--- src/rtl/vc_pkg.sv ---
package vc_pkg;
  typedef enum logic [1:0] {
    ST_IDLE = 2'd0,
    ST_WB   = 2'd1,
    ST_RD   = 2'd2,
    ST_WAIT = 2'd3
  } vc_state_e;
endpackage

--- src/rtl/vc_primary.sv ---
module vc_primary #(
  parameter int TAG_W  = 4,
  parameter int IDX_W  = 2,
  parameter int LINE_W = 32,
  parameter int SETS   = 4
) (
  input  logic              clk_i,
  input  logic              rst_ni,
  input  logic [IDX_W-1:0]  rd_idx_i,
  output logic              rd_valid_o,
  output logic              rd_dirty_o,
  output logic [TAG_W-1:0]  rd_tag_o,
  output logic [LINE_W-1:0] rd_line_o,
  input  logic              wr_en_i,
  input  logic [IDX_W-1:0]  wr_idx_i,
  input  logic [TAG_W-1:0]  wr_tag_i,
  input  logic [LINE_W-1:0] wr_line_i,
  input  logic              wr_dirty_i
);
  logic [SETS-1:0]   vld_q, dty_q;
  logic [TAG_W-1:0]  tag_q  [SETS];
  logic [LINE_W-1:0] line_q [SETS];

  always_ff @(posedge clk_i or negedge rst_ni) begin
    if (!rst_ni) begin
      vld_q <= '0;
      dty_q <= '0;
    end else if (wr_en_i) begin
      vld_q[wr_idx_i] <= 1'b1;
      dty_q[wr_idx_i] <= wr_dirty_i;
    end
  end

  always_ff @(posedge clk_i) begin
    if (wr_en_i) begin
      tag_q[wr_idx_i]  <= wr_tag_i;
      line_q[wr_idx_i] <= wr_line_i;
    end
  end

  assign rd_valid_o = vld_q[rd_idx_i];
  assign rd_dirty_o = dty_q[rd_idx_i];
  assign rd_tag_o   = tag_q[rd_idx_i];
  assign rd_line_o  = line_q[rd_idx_i];
endmodule

--- src/rtl/vc_victim_buf.sv ---
module vc_victim_buf #(
  parameter int LA_W    = 7,
  parameter int LINE_W  = 32,
  parameter int VICTIMS = 2,
  localparam int VI_W   = $clog2(VICTIMS)
) (
  input  logic              clk_i,
  input  logic              rst_ni,
  input  logic [LA_W-1:0]   look_la_i,
  output logic              hit_o,
  output logic [VI_W-1:0]   hit_slot_o,
  output logic [LINE_W-1:0] hit_line_o,
  output logic              hit_dirty_o,
  output logic [VI_W-1:0]   tgt_slot_o,
  output logic              tgt_valid_o,
  output logic              tgt_dirty_o,
  output logic [LA_W-1:0]   tgt_la_o,
  output logic [LINE_W-1:0] tgt_line_o,
  input  logic              wr_en_i,
  input  logic [VI_W-1:0]   wr_slot_i,
  input  logic [LA_W-1:0]   wr_la_i,
  input  logic [LINE_W-1:0] wr_line_i,
  input  logic              wr_dirty_i
);
  logic [VICTIMS-1:0] vld_q, dty_q;
  logic [VI_W-1:0]    age_q  [VICTIMS];  // 0 = most recently used
  logic [LA_W-1:0]    la_q   [VICTIMS];
  logic [LINE_W-1:0]  line_q [VICTIMS];
  logic [VI_W-1:0]    lru_slot, inv_slot;
  logic               inv_found;

  always_comb begin
    hit_o      = 1'b0;
    hit_slot_o = '0;
    lru_slot   = '0;
    inv_slot   = '0;
    inv_found  = 1'b0;
    for (int i = 0; i < VICTIMS; i++) begin
      if (vld_q[i] && la_q[i] == look_la_i) begin
        hit_o      = 1'b1;
        hit_slot_o = VI_W'(i);
      end
      if (age_q[i] == VI_W'(VICTIMS - 1)) lru_slot = VI_W'(i);
    end
    for (int i = VICTIMS - 1; i >= 0; i--) begin
      if (!vld_q[i]) begin
        inv_slot  = VI_W'(i);
        inv_found = 1'b1;
      end
    end
  end

  assign hit_line_o  = line_q[hit_slot_o];
  assign hit_dirty_o = dty_q[hit_slot_o];
  assign tgt_slot_o  = inv_found ? inv_slot : lru_slot;
  assign tgt_valid_o = vld_q[tgt_slot_o];
  assign tgt_dirty_o = dty_q[tgt_slot_o];
  assign tgt_la_o    = la_q[tgt_slot_o];
  assign tgt_line_o  = line_q[tgt_slot_o];

  always_ff @(posedge clk_i or negedge rst_ni) begin
    if (!rst_ni) begin
      vld_q <= '0;
      dty_q <= '0;
      for (int i = 0; i < VICTIMS; i++) age_q[i] <= VI_W'(i);
    end else if (wr_en_i) begin
      vld_q[wr_slot_i] <= 1'b1;
      dty_q[wr_slot_i] <= wr_dirty_i;
      for (int i = 0; i < VICTIMS; i++) begin
        if (VI_W'(i) == wr_slot_i)              age_q[i] <= '0;
        else if (age_q[i] < age_q[wr_slot_i])   age_q[i] <= age_q[i] + 1'b1;
      end
    end
  end

  always_ff @(posedge clk_i) begin
    if (wr_en_i) begin
      la_q[wr_slot_i]   <= wr_la_i;
      line_q[wr_slot_i] <= wr_line_i;
    end
  end
endmodule

--- src/rtl/vc_cache.sv ---
module vc_cache #(
  parameter int ADDR_W     = 8,
  parameter int DATA_W     = 16,
  parameter int LINE_WORDS = 2,
  parameter int SETS       = 4,
  parameter int VICTIMS    = 2,
  localparam int OFF_W  = $clog2(LINE_WORDS),
  localparam int IDX_W  = $clog2(SETS),
  localparam int LA_W   = ADDR_W - OFF_W,
  localparam int TAG_W  = LA_W - IDX_W,
  localparam int LINE_W = LINE_WORDS * DATA_W,
  localparam int VI_W   = $clog2(VICTIMS)
) (
  input  logic              clk_i,
  input  logic              rst_ni,
  input  logic              req_valid_i,
  output logic              req_ready_o,
  input  logic              req_write_i,
  input  logic [ADDR_W-1:0] req_addr_i,
  input  logic [DATA_W-1:0] req_wdata_i,
  output logic              resp_valid_o,
  output logic              resp_hit_o,
  output logic              resp_vhit_o,
  output logic [DATA_W-1:0] resp_rdata_o,
  output logic              mem_req_valid_o,
  input  logic              mem_req_ready_i,
  output logic              mem_req_write_o,
  output logic [LA_W-1:0]   mem_req_addr_o,
  output logic [LINE_W-1:0] mem_req_wdata_o,
  input  logic              mem_resp_valid_i,
  input  logic [LINE_W-1:0] mem_resp_data_i
);
  import vc_pkg::*;

  vc_state_e         state_q;
  logic              p_write_q;
  logic [ADDR_W-1:0] p_addr_q;
  logic [DATA_W-1:0] p_wdata_q;

  logic              idle, accept, fill;
  logic              cur_wr;
  logic [ADDR_W-1:0] cur_addr;
  logic [DATA_W-1:0] cur_wd;
  logic [LA_W-1:0]   cur_la;
  logic [IDX_W-1:0]  cur_idx;
  logic [TAG_W-1:0]  cur_tag;
  logic [OFF_W-1:0]  cur_off;

  logic              pr_valid, pr_dirty;
  logic [TAG_W-1:0]  pr_tag;
  logic [LINE_W-1:0] pr_line;
  logic              pri_hit, vic_hit;

  logic [VI_W-1:0]   vb_hit_slot, vb_tgt_slot;
  logic [LINE_W-1:0] vb_hit_line, vb_tgt_line;
  logic              vb_hit_dirty, vb_tgt_valid, vb_tgt_dirty;
  logic [LA_W-1:0]   vb_tgt_la;

  logic              pw_en, pw_dirty, vw_en;
  logic [VI_W-1:0]   vw_slot;
  logic [LINE_W-1:0] base_line, new_line;
  logic [DATA_W-1:0] out_word;

  assign idle     = (state_q == ST_IDLE);
  assign accept   = idle && req_valid_i;
  assign fill     = (state_q == ST_WAIT) && mem_resp_valid_i;
  assign cur_addr = idle ? req_addr_i  : p_addr_q;
  assign cur_wr   = idle ? req_write_i : p_write_q;
  assign cur_wd   = idle ? req_wdata_i : p_wdata_q;
  assign cur_la   = cur_addr[ADDR_W-1:OFF_W];
  assign cur_idx  = cur_la[IDX_W-1:0];
  assign cur_tag  = cur_la[LA_W-1:IDX_W];
  assign cur_off  = cur_addr[OFF_W-1:0];

  vc_primary #(.TAG_W(TAG_W), .IDX_W(IDX_W), .LINE_W(LINE_W), .SETS(SETS)) u_pri (
    .clk_i, .rst_ni,
    .rd_idx_i(cur_idx), .rd_valid_o(pr_valid), .rd_dirty_o(pr_dirty),
    .rd_tag_o(pr_tag), .rd_line_o(pr_line),
    .wr_en_i(pw_en), .wr_idx_i(cur_idx), .wr_tag_i(cur_tag),
    .wr_line_i(new_line), .wr_dirty_i(pw_dirty)
  );

  vc_victim_buf #(.LA_W(LA_W), .LINE_W(LINE_W), .VICTIMS(VICTIMS)) u_vb (
    .clk_i, .rst_ni,
    .look_la_i(cur_la), .hit_o(vic_hit), .hit_slot_o(vb_hit_slot),
    .hit_line_o(vb_hit_line), .hit_dirty_o(vb_hit_dirty),
    .tgt_slot_o(vb_tgt_slot), .tgt_valid_o(vb_tgt_valid), .tgt_dirty_o(vb_tgt_dirty),
    .tgt_la_o(vb_tgt_la), .tgt_line_o(vb_tgt_line),
    .wr_en_i(vw_en), .wr_slot_i(vw_slot), .wr_la_i({pr_tag, cur_idx}),
    .wr_line_i(pr_line), .wr_dirty_i(pr_dirty)
  );

  assign pri_hit = pr_valid && (pr_tag == cur_tag);

  always_comb begin
    base_line = fill ? mem_resp_data_i : (pri_hit ? pr_line : vb_hit_line);
    new_line  = base_line;
    if (cur_wr) new_line[cur_off*DATA_W +: DATA_W] = cur_wd;
    out_word  = new_line[cur_off*DATA_W +: DATA_W];
    pw_en     = 1'b0;
    pw_dirty  = 1'b0;
    vw_en     = 1'b0;
    vw_slot   = vb_tgt_slot;
    if (accept && pri_hit) begin
      pw_en    = cur_wr;
      pw_dirty = 1'b1;
    end else if (accept && vic_hit) begin
      pw_en    = 1'b1;
      pw_dirty = vb_hit_dirty | cur_wr;
      vw_en    = pr_valid;
      vw_slot  = vb_hit_slot;
    end else if (fill) begin
      pw_en    = 1'b1;
      pw_dirty = cur_wr;
      vw_en    = pr_valid;
    end
  end

  always_ff @(posedge clk_i or negedge rst_ni) begin
    if (!rst_ni) begin
      state_q   <= ST_IDLE;
      p_write_q <= 1'b0;
      p_addr_q  <= '0;
      p_wdata_q <= '0;
    end else begin
      unique case (state_q)
        ST_IDLE: if (accept && !pri_hit && !vic_hit) begin
          p_write_q <= req_write_i;
          p_addr_q  <= req_addr_i;
          p_wdata_q <= req_wdata_i;
          state_q   <= (pr_valid && vb_tgt_valid && vb_tgt_dirty) ? ST_WB : ST_RD;
        end
        ST_WB:   if (mem_req_ready_i)  state_q <= ST_RD;
        ST_RD:   if (mem_req_ready_i)  state_q <= ST_WAIT;
        ST_WAIT: if (mem_resp_valid_i) state_q <= ST_IDLE;
        default: state_q <= ST_IDLE;
      endcase
    end
  end

  always_ff @(posedge clk_i or negedge rst_ni) begin
    if (!rst_ni) begin
      resp_valid_o <= 1'b0;
      resp_hit_o   <= 1'b0;
      resp_vhit_o  <= 1'b0;
      resp_rdata_o <= '0;
    end else begin
      resp_valid_o <= (accept && (pri_hit || vic_hit)) || fill;
      resp_hit_o   <= accept && pri_hit;
      resp_vhit_o  <= accept && !pri_hit && vic_hit;
      if ((accept && (pri_hit || vic_hit)) || fill) resp_rdata_o <= out_word;
    end
  end

  assign req_ready_o     = idle;
  assign mem_req_valid_o = (state_q == ST_WB) || (state_q == ST_RD);
  assign mem_req_write_o = (state_q == ST_WB);
  assign mem_req_addr_o  = (state_q == ST_WB) ? vb_tgt_la : p_addr_q[ADDR_W-1:OFF_W];
  assign mem_req_wdata_o = vb_tgt_line;
endmodule

--- config.mk ---
export PLATFORM = sky130hd
export DESIGN_NAME = vc_cache
export DESIGN_NICKNAME = d
export VERILOG_FILES = /design/src/rtl/vc_pkg.sv /design/src/rtl/vc_primary.sv /design/src/rtl/vc_victim_buf.sv /design/src/rtl/vc_cache.sv
export SDC_FILE = /design/constraint.sdc
export NUM_CORES = 1
export LEC_CHECK = 0
export ABC_AREA = 1
export BUFFER_PORTS_ARGS = -buffer_cell sky130_fd_sc_hd__buf_2
export CAP_MARGIN = 20
export CORE_UTILIZATION = 25
export CTS_CLUSTER_SIZE = 8
export DETAILED_ROUTE_END_ITERATION = 10
export SYNTH_ARGS = -nofsm -noshare
export SYNTH_HDL_FRONTEND = slang
export SYNTH_SLANG_ARGS = --single-unit
--- constraint.sdc ---
create_clock -name clk_i -period 5.1 [get_ports clk_i]
set_input_delay 0.51 -clock clk_i [delete_from_list [all_inputs] [get_ports clk_i]]
set_output_delay 0.51 -clock clk_i [all_outputs]
set_load 0.05 [all_outputs]
==> metrics <==
Synth Warn #=0; Worst Max-Slew Pin Slew=0.978 ns; Hold WC Path Type=primary input to async pin; Yosys reg bits=286; Post-Route Setup TNS=0 ns; outcome=completed; Critical Path AT=4.52 ns; pins over their slew limit=0; share of layout cells above drive strength 1=0.133; gr ovfl total=0; Post-Syn Area=14,000 µm²; CP startpoint kind=flip-flop; H-Tree Depth=2; switch share=0.483; Iteration-0 DRC Markers=1,056; clk root buf=clkbuf_16; switching power total=0.00610 W; Final Skew=0.0248 ns; post-synth cell types=37; cell family with most CP delay=buffers and inverters; Rows=86; vias in the first global route=11.0k; Final Hold Fails=0; Setup crit start=state_q[0]; Setup CP Type=flip-flop to flip-flop; post-synth top area share=0.485; worst path buffer plus inverter count=7; first-pass GRT wire length=67,000 µm; Util after Layout=0.303; R2R Path End=u_vb.line_q[1][14]; Setup WS pre-CTS=0.828 ns; HPWL Detailed=30,800 µm; final setup vio count=0; Crit. path cell count=18; leakage power=7.73 nW; Maximum Capacitance Violations=0; hold buffers post-CTS=0; R2R depth=18; count leader, synth=nand2_1; fraction of registers with async set/reset=0.210; die width=239 µm; worst r2r src=state_q[0]; drc violations=0; Post-synth top cells=nand2_1 (578), edfxtp_1 (226), inv_1 (211); crit path setup slack, layout=0.733 ns; Post CTS Setup Buffer Count=0; final worst path period share=0.856; TritonCTS clock tree=done; ys flop type=edfxtp_1; diode count=0; post-synthesis cell count=1,600; io pins=123; pin count of the biggest net entering global routing=61; VDD IR max=0.774 mV; Clk network pwr share=0.200; power share of the sequential group=0.298; worst setup path endpoint=u_vb.line_q[1][14]; Initial DRT Pass Iterations=5; Area Growth Syn to Fin=19.5%; crit-path cells=inv_1 > ha_2 > inv_2 > nand2_1 > nand2_1 > inv_2 > nand2_1 > nand3_1 > nand2_1 > nor2_2 > nand3_4 > buf_4 > inv_1 > o21ai_1 > nand2_1 > nand2_1 > inv_2 > buf_4; Post-synth EDFFs=226; chip height=239 µm; Via Count=11.4k; Min Hold Slack=0.177 ns; f_max=229 MHz; Worst EP required=5.25 ns; Power per Cell Area=756 nW/µm²; die area=56,900 µm²; Post-CTS Resized=0; routed wire length=44,500 µm; Worst-Skew Late Latency=0.53 ns; detailed-route vias per instance=4.55; clk sinks=286; cts bufs inserted=41; clock transition at the registers of the reported paths=0.05 ns; initial core utilization=0.254; r2r setup slk=0.73 ns; Slew headroom=0.341; crit-path max cell delay=0.50 ns; syn nets=1,666; most used cell, CP=nand2_1; internal cell power=0.00654 W; crit path capture type=flip-flop; core area=55,200 µm²; Clock Path Buffers=3; synth top area cells=edfxtp_1 (48%), nand2_1 (16%), dfrtp_1 (11%); gp weighted congestion=0.877; CP max FO=33; Gate power share=0.503; overall routing resource usage=0.156; initial antenna violation count=1; wire per inst=17.8 µm; Avg Synthesized Cell Area=8.75 µm²; sequential fraction of the synthesis area=0.592; RSZ-0062 raised after global routing=no; Yosys top cell by area=edfxtp_1; Period minus WS final=4.37 ns; nets=1,794; remaining antenna violation count after routing=0; Slowest-stage cell, CP=buf_4; Port Buffers=122
==> routing by layer <==
layer  vias to the layer above  share of wire  global-route usage
met5                         -              0                   0
met4                         0          0.027              0.0486
met3                        73          0.095              0.0320
met2                       516           0.44               0.240
met1                      5378           0.44               0.217
li1                       5433              -                   -
==> layout by cell type, fill, tap and decap left out, types with 2 or more instances in the layout <==
master,n
nand2_1,578
edfxtp_1,226
inv_1,211
buf_2,122
nand3_1,118
nor2_1,77
dfrtp_1,59
o21ai_0,58
a21oi_1,42
clkbuf_16,42
nand4_1,36
a21boi_0,33
buf_4,33
nor3_1,32
clkbuf_1,29
o21ai_1,7
nor2_2,6
inv_2,5
nand2_2,4
nand3b_1,4
clkinv_1,4
mux2_2,4
nor2_4,3
nand3_2,3
ha_1,3
o211ai_1,2
or2_2,2
==> registers in the layout, indices dropped and copies added (netlist names) <==
register / flops
p_write_q: 1
u_vb.vld_q: 2
p_addr_q: 8
resp_hit_o: 1
resp_rdata_o: 16
u_vb.dty_q: 2
resp_valid_o: 1
u_vb.line_q: 64
u_pri.dty_q: 4
u_pri.vld_q: 4
u_vb.age_q: 2
resp_vhit_o: 1
u_vb.la_q: 14
u_pri.line_q: 128
u_pri.tag_q: 20
state_q: 2
p_wdata_q: 16
==> cell type report <==
class / instances / area [µm²]
repair buffers: 156 / 878
flip-flops and latches: 286 / 8290
fillers: 5779 / 38500
clock buffers: 72 / 1170
clock inverters: 1 / 16.3
inverters: 220 / 826
well taps: 748 / 936
multi-input cells: 1023 / 4600
==> worst register-to-register path: cells and delay by family (launching register included) <==
kind,cells,cell delay (ns)
AO/OA/AOI/OAI,1,0.07
adder cells (fa/ha/maj),1,0.37
buffers and inverters,7,1.74
flip-flops,1,0.41
AND/OR/NAND/NOR,9,1.37
==> metrics by stage <==
step                      area [µm²]  total power, W  instances
after detailed placement       15500          0.0101       2433
final                          16700          0.0126       2506
after floorplan                14000         0.00796       1600
after CTS                      16700          0.0126       2506
after global routing           16700          0.0134       2506
after global placement         15500         0.00995       2433
==> how the worst min path moves through the flow <==
stage | from | endpoint | cells past startpoint
3_3_place_gp | u_pri.vld_q[0] | u_pri.vld_q[0] | 2
6_report | rst_ni | p_wdata_q[13] | 2
3_5_place_dp | u_pri.vld_q[1] | u_pri.vld_q[1] | 2
2_1_floorplan | rst_ni | p_addr_q[0] | 0
4_1_cts | rst_ni | p_addr_q[0] | 2
5_1_grt | req_addr_i[7] | p_addr_q[7] | 2
==> power by group through the flow <==
stage / logic [W] / registers (W) / clock network, W
floorplan: 0.00404 / 0.00392 / 0
CTS: 0.00628 / 0.00376 / 0.00256
global placement: 0.00616 / 0.00380 / 0
detailed placement: 0.00626 / 0.00380 / 0
finish: 0.00635 / 0.00377 / 0.00252
global route: 0.00692 / 0.00380 / 0.00266
==> logic make-up after synthesis <==
kind of cell,Yosys count,synth area share
AOI/OAI and AO/OA,147,0.0596
buffers and inverters,291,0.0810
and+or+nand+nor,867,0.260
muxes,4,0.00322
xor gates and xnor gates,1,0.000626
DFF,286,0.592
adders and majority gates,4,0.00358
(Power assumes the default switching activity.)
